**config.mk**
```make
export PLATFORM = sky130hd
export DESIGN_NAME = sdv_line_decoder
export DESIGN_NICKNAME = d
export VERILOG_FILES = /design/src/rtl/sdv_dec_pkg.sv /design/src/rtl/sdv_nrzi_stage.sv /design/src/rtl/sdv_descram_stage.sv /design/src/rtl/sdv_line_decoder.sv
export SDC_FILE = /design/constraint.sdc
export NUM_CORES = 1
export LEC_CHECK = 0
export ABC_AREA = 1
export BUFFER_PORTS_ARGS = -buffer_cell sky130_fd_sc_hd__buf_2
export CORE_AREA = 2 2 39 41
export DETAILED_ROUTE_END_ITERATION = 10
export DIE_AREA = 0 0 41 43
export GPL_ROUTABILITY_DRIVEN = 1
export PLACE_DENSITY = 0.65
export SKIP_CTS_REPAIR_TIMING = 1
export SLEW_MARGIN = 15
export SYNTH_ARGS = -nofsm -noshare
export SYNTH_HDL_FRONTEND = slang
export SYNTH_SLANG_ARGS = --single-unit
export TNS_END_PERCENT = 5
```
**constraint.sdc**
```tcl
create_clock -name clk_i -period 3.2 [get_ports clk_i]
set_clock_uncertainty 0.1 [all_clocks]
set_input_delay 0.64 -clock clk_i [delete_from_list [all_inputs] [get_ports clk_i]]
set_output_delay 0.64 -clock clk_i [all_outputs]
set_load 0.05 [all_outputs]
```
**src/rtl/sdv_dec_pkg.sv**
```systemverilog
package sdv_dec_pkg;
  localparam int unsigned SR_LEN_DEF = 9;
  localparam int unsigned SR_TAP_DEF = 4;
  localparam int unsigned PIPE_LAT   = 2;
endpackage

```
**src/rtl/sdv_nrzi_stage.sv**
```systemverilog
module sdv_nrzi_stage (
  input  logic clk_i,
  input  logic rst_ni,
  input  logic bit_i,
  input  logic vld_i,
  input  logic en_i,
  output logic bit_o,
  output logic vld_o
);
  logic prev_q, out_q, vld_q;

  always_ff @(posedge clk_i or negedge rst_ni) begin
    if (!rst_ni) begin
      prev_q <= 1'b0;
      out_q  <= 1'b0;
      vld_q  <= 1'b0;
    end else begin
      vld_q <= vld_i;
      if (vld_i) begin
        prev_q <= bit_i;  // history tracks the line even when bypassed
        out_q  <= en_i ? (bit_i ^ prev_q) : bit_i;
      end
    end
  end

  assign bit_o = out_q;
  assign vld_o = vld_q;

  assert_hold_R8: assert property (@(posedge clk_i) disable iff (!rst_ni)
    !vld_i |=> $stable(prev_q) && $stable(out_q));
endmodule

```
**src/rtl/sdv_descram_stage.sv**
```systemverilog
module sdv_descram_stage #(
  parameter int unsigned SR_LEN = sdv_dec_pkg::SR_LEN_DEF,
  parameter int unsigned SR_TAP = sdv_dec_pkg::SR_TAP_DEF
) (
  input  logic clk_i,
  input  logic rst_ni,
  input  logic bit_i,
  input  logic vld_i,
  input  logic en_i,
  output logic bit_o,
  output logic vld_o
);
  localparam int unsigned HI = SR_LEN - 1;
  localparam int unsigned LO = SR_TAP - 1;

  logic [HI:0] sr_q;
  logic        out_q, vld_q, fb;

  assign fb = sr_q[HI] ^ sr_q[LO];

  always_ff @(posedge clk_i or negedge rst_ni) begin
    if (!rst_ni) begin
      sr_q  <= '0;
      out_q <= 1'b0;
      vld_q <= 1'b0;
    end else begin
      vld_q <= vld_i;
      if (vld_i) begin
        sr_q  <= {sr_q[HI-1:0], bit_i};  // scrambled bit enters history
        out_q <= en_i ? (bit_i ^ fb) : bit_i;
      end
    end
  end

  assign bit_o = out_q;
  assign vld_o = vld_q;

  assert_hist_R9: assert property (@(posedge clk_i) disable iff (!rst_ni)
    vld_i |=> sr_q[0] == $past(bit_i));
  assert_hold_R8: assert property (@(posedge clk_i) disable iff (!rst_ni)
    !vld_i |=> $stable(sr_q) && $stable(out_q));
endmodule

```
**src/rtl/sdv_line_decoder.sv**
```systemverilog
module sdv_line_decoder #(
  parameter int unsigned SR_LEN = sdv_dec_pkg::SR_LEN_DEF,
  parameter int unsigned SR_TAP = sdv_dec_pkg::SR_TAP_DEF
) (
  input  logic clk_i,
  input  logic rst_ni,
  input  logic bit_i,
  input  logic bit_vld_i,
  input  logic nrzi_en_i,
  input  logic desc_en_i,
  output logic bit_o,
  output logic bit_vld_o
);
  logic mid_bit, mid_vld, desc_en_q;

  // enable rides one stage with its bit
  always_ff @(posedge clk_i or negedge rst_ni) begin
    if (!rst_ni) desc_en_q <= 1'b0;
    else         desc_en_q <= desc_en_i;
  end

  sdv_nrzi_stage u_nrzi (
    .clk_i (clk_i),
    .rst_ni(rst_ni),
    .bit_i (bit_i),
    .vld_i (bit_vld_i),
    .en_i  (nrzi_en_i),
    .bit_o (mid_bit),
    .vld_o (mid_vld)
  );

  sdv_descram_stage #(.SR_LEN(SR_LEN), .SR_TAP(SR_TAP)) u_desc (
    .clk_i (clk_i),
    .rst_ni(rst_ni),
    .bit_i (mid_bit),
    .vld_i (mid_vld),
    .en_i  (desc_en_q),
    .bit_o (bit_o),
    .vld_o (bit_vld_o)
  );

  // edges since reset release, saturating, for the 2-deep lookback
  logic [1:0] warm_q;
  always_ff @(posedge clk_i or negedge rst_ni) begin
    if (!rst_ni)            warm_q <= '0;
    else if (warm_q != 2'd3) warm_q <= warm_q + 2'd1;
  end

  always_ff @(posedge clk_i) begin
    if (!rst_ni) assert_reset_R1: assert (!bit_o && !bit_vld_o);
  end

  assert_lat_R6: assert property (@(posedge clk_i) disable iff (!rst_ni)
    warm_q >= 2'd2 |-> bit_vld_o == $past(bit_vld_i, 2));
  assert_bypass_R3: assert property (@(posedge clk_i) disable iff (!rst_ni)
    (warm_q >= 2'd2) && bit_vld_o && $past(!nrzi_en_i && !desc_en_i && bit_vld_i, 2)
      |-> bit_o == $past(bit_i, 2));
  assert_idle_R8: assert property (@(posedge clk_i) disable iff (!rst_ni)
    !bit_vld_o && (warm_q >= 2'd1) |-> $stable(bit_o));
endmodule

```
-- Word level (Yosys, flattened, before mapping)
Cells that the tools add are included.
- output and inout bits: 2
- register bits after elaboration: 15
- bits in writable memories: 0
- word-level logic and storage cells: 12
- ROM bits: 0
- bits of input ports: 6
- memories: 0
- bits in latches: 0
- $add $sub $neg: 0
- bitwise gates (word level): 3
- div/mod/pow operators: 0
- multipliers: 0
- $lt $le $gt $ge: 0
- mux-type cells: 2
- reduce and logical (&&, ||, !) cells: 0
- shifts and indexed selects: 0
- eq/ne operators: 0
- operators by type and width (kind ; number):
    XOR 1 bit ; 3
    2-to-1 mux 1 bit ; 2

-- Longest topological paths before layout
Gate-level depths: netlist of run 1.
- depth after elaboration: 3
- depth in mapped cells: 7
- gate-level depth less buffers: 6

-- By module
From an unflattened synthesis of run 1, not the netlist that was laid out.
- cell total of the unflattened synthesis: 64
- area, all modules: 594.3 um^2
- modules (own cells, without submodules) (module ; seq. area each (um^2) ; area each (um^2) ; instances ; cells an instance):
    sdv_descram_stage ; 275.3 ; 447.9 ; 1 ; 48
    sdv_nrzi_stage ; 75.1 ; 121.4 ; 1 ; 15
    sdv_line_decoder ; 25.0 ; 25.0 ; 1 ; 1

-- Worst setup path after synthesis of run 1
Ideal clock, no wire load.
- path kind: register -> output
- start point: reg u_desc.out_q, in the netlist u_desc.bit_o
- end point: out bit_o
- required time: 2460 ps
- setup slack: 1860 ps
- stages on the path, launching flop included: 1
- buffers on the path: 0
- data arrival time: 600 ps
- path through: dfrtp_1
- RTL lines (what ; RTL line ; text):
    start: declaration ; sdv_descram_stage.sv:17 ; logic out_q, vld_q, fb;
    start signal: assignment ; sdv_descram_stage.sv:30 ; out_q <= en_i ? (bit_i ^ fb) : bit_i;
    end: declaration ; sdv_line_decoder.sv:11 ; output logic bit_o,
No word-level cell between the ends.

-- Final worst setup path of run 1
- start point: reg u_desc.out_q, in the netlist u_desc.bit_o
- end point: out bit_o
No word-level cell between the ends.

==> summary.md, run 1 <==
| Metric | Value |
|---|---|
| Synth async-reset ratio | 1.000 |
| Endpoints failing setup | 0 |
| Clock power frac | 0.264 |
| Status | completed |
| Post-Syn Area per Cell | 9.194 um2 |
| Crit path launch | u_desc.bit_o |
| Count of pins over their slew limit | 0 |
| Sw frac | 0.2808 |
| CTS Root Cell | clkbuf_4 |
| CTS tree | built |
| Commonest cells post-synth | nand2_1 (16), dfrtp_1 (15), inv_1 (11), nor2_1 (8), o21ai_0 (4) |
| # IOs | 8 |
| # H-tree levels | 1 |
| CTS Sinks | 15 |
| Post-route setup slack | 1581 ps |
| Maximum vdd drop | 291.2 uV |
| Die H | 43 um |
| Area contributors post-synth | dfrtp_1 (62%), nand2_1 (9.9%), inv_1 (6.8%) |
| Relative slew slack | 0.6068 |
| Worst path max stage delay | 350 ps |
| Data required, critical path | 2460 ps |
| Register-to-Register Path Depth | 5 |
| P&R area growth vs syn | 9.897% |
| Setup CP Type | register to output port |
| Initial antenna violation count | 0 |
| Antenna Nets Post-Route | 0 |
| Power Total | 0.3871 mW |
| Largest area contributor in the netlist | dfrtp_1 |
| Mapped cell area | 606.8 um2 |
| Initial Util | 0.4385 |
| Reg2Reg Launch Point | u_nrzi.vld_o |
| Worst R2R Setup Slack | 1840 ps |
| DRT iter0 DRCs | 7 |
| Port Buf Inserts | 7 |
| Row cnt | 14 |
| Vias in the first global route | 429 |
| Critical Path Source Type | register |
| Synth top area share | 0.6186 |
| Synth cell types | 12 |
| Warnings from Yosys | 0 |
| RSZ-0062 raised after global routing | false |
| Final net count | 82 |
| CP arrival | 880 ps |
| CP max FO | 2 |
| Pwr Density | 580.4 nW/um2 |
| Worst path bufs/invs | 1 |
| Net Switching | 0.1087 mW |
| Seq pwr share | 0.592 |
| First-pass GRT wire length | 1649 um |
| Post-Syn Instances | 66 |
| Crit-path cells | buf_2 |
| Largest net degree at the start of global routing | 22 |
| Setup TNS | 0 ps |
| WL/cell | 9.110 um |
| Final WL | 829 um |
| Worst-margin pin slew | 589.8 ps |
| Die area | 1763 um2 |
| Min cycle time layout | 1619 ps |
| Register bit total from synthesis | 15 |
| Clock transition at the registers of the reported paths | 80 ps |
| Core area | 1384 um2 |
| Internal power | 0.2784 mW |
| Combinational fraction of design power | 0.144 |
| Vias/cell | 4.659 |
| RD Place Congestion | 0.6727 |
| Worst-skew pair later-pin latency | 270 ps |
| Synth Net Count | 72 |
| Layout cells sized above 1 | 0.1733 |
| R2r endpoint | u_desc.bit_o |
| Setup slack at placement | 1843 ps |
| Vias | 424 |
| Die Span X | 41 um |
| Total CTS buffers | 3 |
| Sequential area share after synthesis | 0.6186 |
| Fill count | 133 |
| Crit. End Element | output port |
| Hold Fails Final Rpt | 0 |
| Delay-heaviest family, CP | flip-flops |
| Detailed Routing Iterations Pass 1 | 3 |
| Post-detail-place hpwl | 641 um |
| Most frequent cell after synthesis | nand2_1 |
| GRT Resource Usage Total | 0.1424 |
| Crit path to | bit_o |
| Stages on the worst setup path | 1 |
| Antenna cell count | 0 |
| Slowest CP cell | dfrtp_1 |
| DRC | 0 |
| Overflow after GRT | 0 |
| Final Util | 0.4819 |
| Total leakage power | 0.3642 nW |
| Fmax | 617.8 MHz |
| Max_cap viols | 0 |
| Longest Clk Path Bufs | 2 |
| Hold/Removal Path Class | input port to asynchronous set/reset pin |
| Primary FF master, synth | dfrtp_1 |
| Fin crit share | 0.5058 |
| Number of synthesized flops with an enable pin | 0 |
[kinds of logic (layout without fill, tap and decap cells)]
kind of cell	after synthesis	in the layout	synth area share
AND/OR/NAND/NOR	27	27	0.1835
flip-flops	15	15	0.6186
buffers and inverters	14	23	0.1113
AO/OA/AOI/OAI	10	10	0.08660
[power by group through the flow]
stage          registers, mW  logic, mW  clock network, mW
5_1_grt                0.233     0.0656              0.120
3_3_place_gp           0.232     0.0559                  0
4_1_cts                0.229     0.0575              0.108
6_report               0.229     0.0558              0.102
2_1_floorplan          0.239     0.0356                  0
3_5_place_dp           0.233     0.0574                  0
[placed cells by master, fill, tap and decap left out]
cell | synthesis | layout
nand2_4 | 1 | 1
inv_1 | 11 | 11
nand2_1 | 16 | 16
dfrtp_1 | 15 | 15
buf_2 | 0 | 7
nand3_1 | 2 | 2
a21oi_1 | 3 | 3
clkinv_2 | 0 | 1
o21ai_1 | 2 | 2
inv_2 | 1 | 1
clkbuf_4 | 0 | 3
nor2_1 | 8 | 8
o211ai_1 | 1 | 1
o21ai_0 | 4 | 4
[sequential cells by signal, summed over array words and instances (netlist names)]
register and flops:
u_desc.sr_q 9, desc_en_q 1, u_desc.bit_o 1, u_desc.vld_o 1, u_nrzi.bit_o 1, u_nrzi.prev_q 1
u_nrzi.vld_o 1
[through the flow]
stage / instance area, um2 / std cells / hold slack (ps)
floorplan: 606.8 / 66 / 244.4
global placement: 639.4 / 87 / 357.9
detailed placement: 639.4 / 87 / 370.1
CTS: 666.9 / 91 / 146.8
global route: 666.9 / 91 / 153.5
finish: 666.9 / 91 / 143.2
[how the worst min path moves through the flow]
stage | startpoint | depth (start not counted) | endpoint
after detailed placement | u_nrzi.prev_q | 2 | u_nrzi.prev_q
after global placement | u_nrzi.prev_q | 2 | u_nrzi.prev_q
after floorplan | rst_ni | 0 | desc_en_q
after CTS | rst_ni | 1 | u_desc.sr_q[4]
final | rst_ni | 1 | u_desc.sr_q[5]
after global routing | rst_ni | 1 | u_desc.sr_q[4]
[final cells by class]
type / count / area (um2) / share of cell area
inverter: 12 / 45.04 / 0.06754
multi-input combinational: 37 / 163.9 / 0.2458
clock buffer: 3 / 22.52 / 0.03377
timing repair buffer: 7 / 35.03 / 0.05253
clock inverter: 1 / 5.005 / 0.007505
tap: 16 / 20.02 / 0.03002
sequential: 15 / 375.4 / 0.5629
[metal layers]
layer | share of wire | GRT usage | wire (um)
met1 | 0.48 | 0.1901 | 395
met2 | 0.47 | 0.1969 | 392
met3 | 0.040 | 0.04712 | 33
met4 | 0.0097 | 0.08000 | 8
met5 | 0 | 0 | 0
Note: power is estimated with default switching activity, not from simulation.
==> run 2, diff against run 1 <==
--- a/config.mk
+++ b/config.mk
@@ -5,13 +5,12 @@
 export SDC_FILE = /design/constraint.sdc
 export NUM_CORES = 1
 export LEC_CHECK = 0
-export ABC_AREA = 1
+export ABC_AREA = 0
 export BUFFER_PORTS_ARGS = -buffer_cell sky130_fd_sc_hd__buf_2
 export CORE_AREA = 2 2 39 41
 export DETAILED_ROUTE_END_ITERATION = 10
 export DIE_AREA = 0 0 41 43
 export GPL_ROUTABILITY_DRIVEN = 1
-export PLACE_DENSITY = 0.65
 export SKIP_CTS_REPAIR_TIMING = 1
 export SLEW_MARGIN = 15
 export SYNTH_ARGS = -nofsm -noshare
==> constraint.sdc (replaced) <==
create_clock -name clk_i -period 1.59 [get_ports clk_i]
set_clock_uncertainty 0.1 [all_clocks]
set_input_delay 0.318 -clock clk_i [delete_from_list [all_inputs] [get_ports clk_i]]
set_output_delay 0.318 -clock clk_i [all_outputs]
set_load 0.05 [all_outputs]
==> run 2 against run 1 <==
Combinational power rose to 3.6 times the previous value. Clock-buffer cell count up 1. Sequential power up 130%. Synthesized cell count decreased by 42%. Power is 140% higher. Register-to-register slack worse by 1600 ps. Flip-flop and latch count unchanged. Die area unchanged. Largest cell class unchanged. Critical path type is now register to register. Critical endpoint is now u_desc.bit_o. Hold slack worse by 100 ps. Setup slack worse by 1300 ps. Via count decreased by 25%.
==> summary.md, run 2 <==
| Metric | Value |
|---|---|
| Post-Syn Area per Cell | 14.75 um2 (+60%) |
| Maximum vdd drop | 570.7 uV (+96%) |
| Vias in the first global route | 337 (-21%) |
| Sequential area share after synthesis | 0.6696 (+0.05109) |
| Longest Clk Path Bufs | 2 (unchanged) |
| RSZ-0062 raised after global routing | false |
| Port Buf Inserts | 7 (unchanged) |
| Critical Path Source Type | register |
| Clock transition at the registers of the reported paths | 80 ps (about the same) |
| Post-Synth Simple-Gate Area | 0.05580 (-0.1277) |
| Min cycle time layout | 1332 ps |
| Detailed Routing Iterations Pass 1 | 2 (-1) |
| RD Place Congestion | 0.6762 (+0.52%) |
| Mapped cell area | 560.5 um2 (-7.6%) |
| Synth Area in Compound Gates | 0.02902 (-0.05758) |
| Relative slew slack | 0.7804 (+0.1735) |
| DRC | 0 (unchanged) |
| Warnings from Yosys | 0 (unchanged) |
| Xor-xnor portion of the synthesized cell area | 0.03125 (+0.03125) |
| Endpoints failing setup | 0 (unchanged) |
| Final Util | 0.4684 (-0.01356) |
| Status | completed |
| CTS Sinks | 15 (unchanged) |
| Final WL | 867 um (+4.6%) |
| Synth async-reset ratio | 1.000 (unchanged) |
| # IOs | 8 (unchanged) |
| Commonest cells post-synth | dfrtp_1 (15), mux2_2 (9) |
| Fin crit share | 0.8376 |
| Worst-skew pair later-pin latency | 280 ps (about the same) |
| Initial antenna violation count | 0 (unchanged) |
| Core area | 1384 um2 (unchanged) |
| Max reg flops | 9 (unchanged) |
| CTS tree | built |
| First-pass GRT wire length | 1442 um (-13%) |
| Final net count | 57 (-30%) |
| Count of pins over their slew limit | 0 (unchanged) |
| Commonest non-fill, non-tap cell in the layout | dfrtp_1 |
| CP max FO | 3 (+1) |
| Largest net degree at the start of global routing | 16 (-27%) |
| Combinational family with the most area after synthesis | multiplexers |
| Register bit total from synthesis | 15 (unchanged) |
| Die area | 1763 um2 (unchanged) |
| Overflow after GRT | 0 (unchanged) |
| Worst-margin pin slew | 329.5 ps (-260.3 ps) |
| Top reg by flops | u_desc.sr_q |
| GRT Resource Usage Total | 0.1339 (-0.008532) |
| Data required, critical path | 1650 ps (-810 ps) |
| Synth cell types | 12 (unchanged) |
| Most frequent cells in the layout | dfrtp_1 (15), mux2_2 (9), buf_2 (7) |
| Vias/cell | 4.818 (+3.4%) |
| P&R area growth vs syn | 15.62% |
| Row cnt | 14 (unchanged) |
| Worst R2R Setup Slack | 260 ps (-1580 ps) |
| DRT iter0 DRCs | 1 (-6) |
| Hold/Removal Path Class | input port to register |
| Die H | 43 um (unchanged) |
| Most frequent cell after synthesis | dfrtp_1 |
| WL/cell | 13.14 um (+44%) |
| Die Span X | 41 um (unchanged) |
| Total CTS buffers | 3 (unchanged) |
| Post-detail-place hpwl | 658.5 um (+2.7%) |
| CTS Root Cell | clkbuf_4 |
| Pwr Density | 1456 nW/um2 (+150%) |
| Setup CP Type | register to register |
| Setup TNS | 0 ps (unchanged) |
| Post-Syn Instances | 38 (-42%) |
| Synth top area share | 0.6696 (+0.05109) |
| Mux cell area share after synthesis | 0.1808 (+0.1808) |
| Hold Fails Final Rpt | 0 (unchanged) |
| Fmax | 750.9 MHz |
| Initial Util | 0.4051 (-0.03345) |
| Final instance area | 648.1 um2 (-2.8%) |
| Primary FF master, synth | dfrtp_1 |
| Antenna cell count | 0 (unchanged) |
| Layout cells sized above 1 | 0.4000 (+0.2267) |
| Number of synthesized flops with an enable pin | 0 (unchanged) |
| Adder-cell area share of the yosys netlist | 0 (unchanged) |
| Antenna Nets Post-Route | 0 (unchanged) |
| CP arrival | 1390 ps (+510 ps) |
| Area contributors post-synth | dfrtp_1 (67%), mux2_2 (18%), xor2_1 (3.1%) |
| Post-DP Area | 611.8 um2 (-4.3%) |
| # H-tree levels | 1 (unchanged) |
| Largest area contributor in the netlist | dfrtp_1 |
| Max_cap viols | 0 (unchanged) |
| Crit. End Element | register |
| Synth Net Count | 44 (-39%) |
| Total leakage power | 0.3070 nW (-16%) |
| Vias | 318 (-25%) |
-- run 2: report_power, final --
group	internal, mW	switching (mW)	leakage, nW
clock network	0.0974	0.114	0.0150
registers	0.476	0.0572	0.178
logic	0.0968	0.102	0.115
-- run 2: cell type report --
| cell class | instances | area, um2 |
|---|---|---|
| sequential | 15 | 375.4 |
| tap | 16 | 20.02 |
| clock buffer | 4 | 26.28 |
| fill | 135 | 735.7 |
| inverter | 2 | 7.507 |
| timing repair buffer | 9 | 52.55 |
| multi-input combinational | 20 | 166.4 |
-- run 2: per-stage QoR --
stage	hold WS (ps)	cells	power [mW]	worst slack, ps
2_1_floorplan	-77.59	38	0.6798	318.9
3_3_place_gp	125.3	61	0.7243	287.0
3_5_place_dp	137.3	61	0.7424	251.8
4_1_cts	-175.2	65	0.9560	242.2
5_1_grt	19.09	66	1.003	202.1
6_report	40.53	66	0.9437	258.2
-- run 2: path summary, 6_finish.rpt --
kind	startpoint	to	cells after the start
setup reg to reg	u_desc.sr_q[3]	u_desc.bit_o	3
max in group asynchronous	rst_ni	u_desc.sr_q[1]	2
setup / recovery	u_desc.sr_q[3]	u_desc.bit_o	3
min in group asynchronous	rst_ni	u_desc.sr_q[0]	2
hold reg to reg	u_desc.sr_q[6]	u_desc.sr_q[6]	1
hold / removal	desc_en_i	desc_en_q	1
-- run 2: metal layers --
metal | GRT usage | vias to the layer above | wire, um
met1 | 0.1573 | 157 | 363
met4 | 0.1000 | 0 | 10
met2 | 0.1906 | 6 | 452
met5 | 0 | - | 0
li1 | - | 153 | -
met3 | 0.04712 | 2 | 40
-- run 2: critical path: stages, from the launching register on --
cell and delay, ps:
dfrtp_1 410, xor2_1 160, and4b_1 180, or3_1 370
-- run 2: logic make-up (layout without fill, tap and decap cells) --
logic type / after synthesis / count (layout)
flip-flops: 15 / 15
multiplexers: 9 / 9
AND/OR/NAND/NOR: 6 / 6
AO/OA/AOI/OAI: 3 / 3
buffers and inverters: 3 / 15
XOR/XNOR: 2 / 2
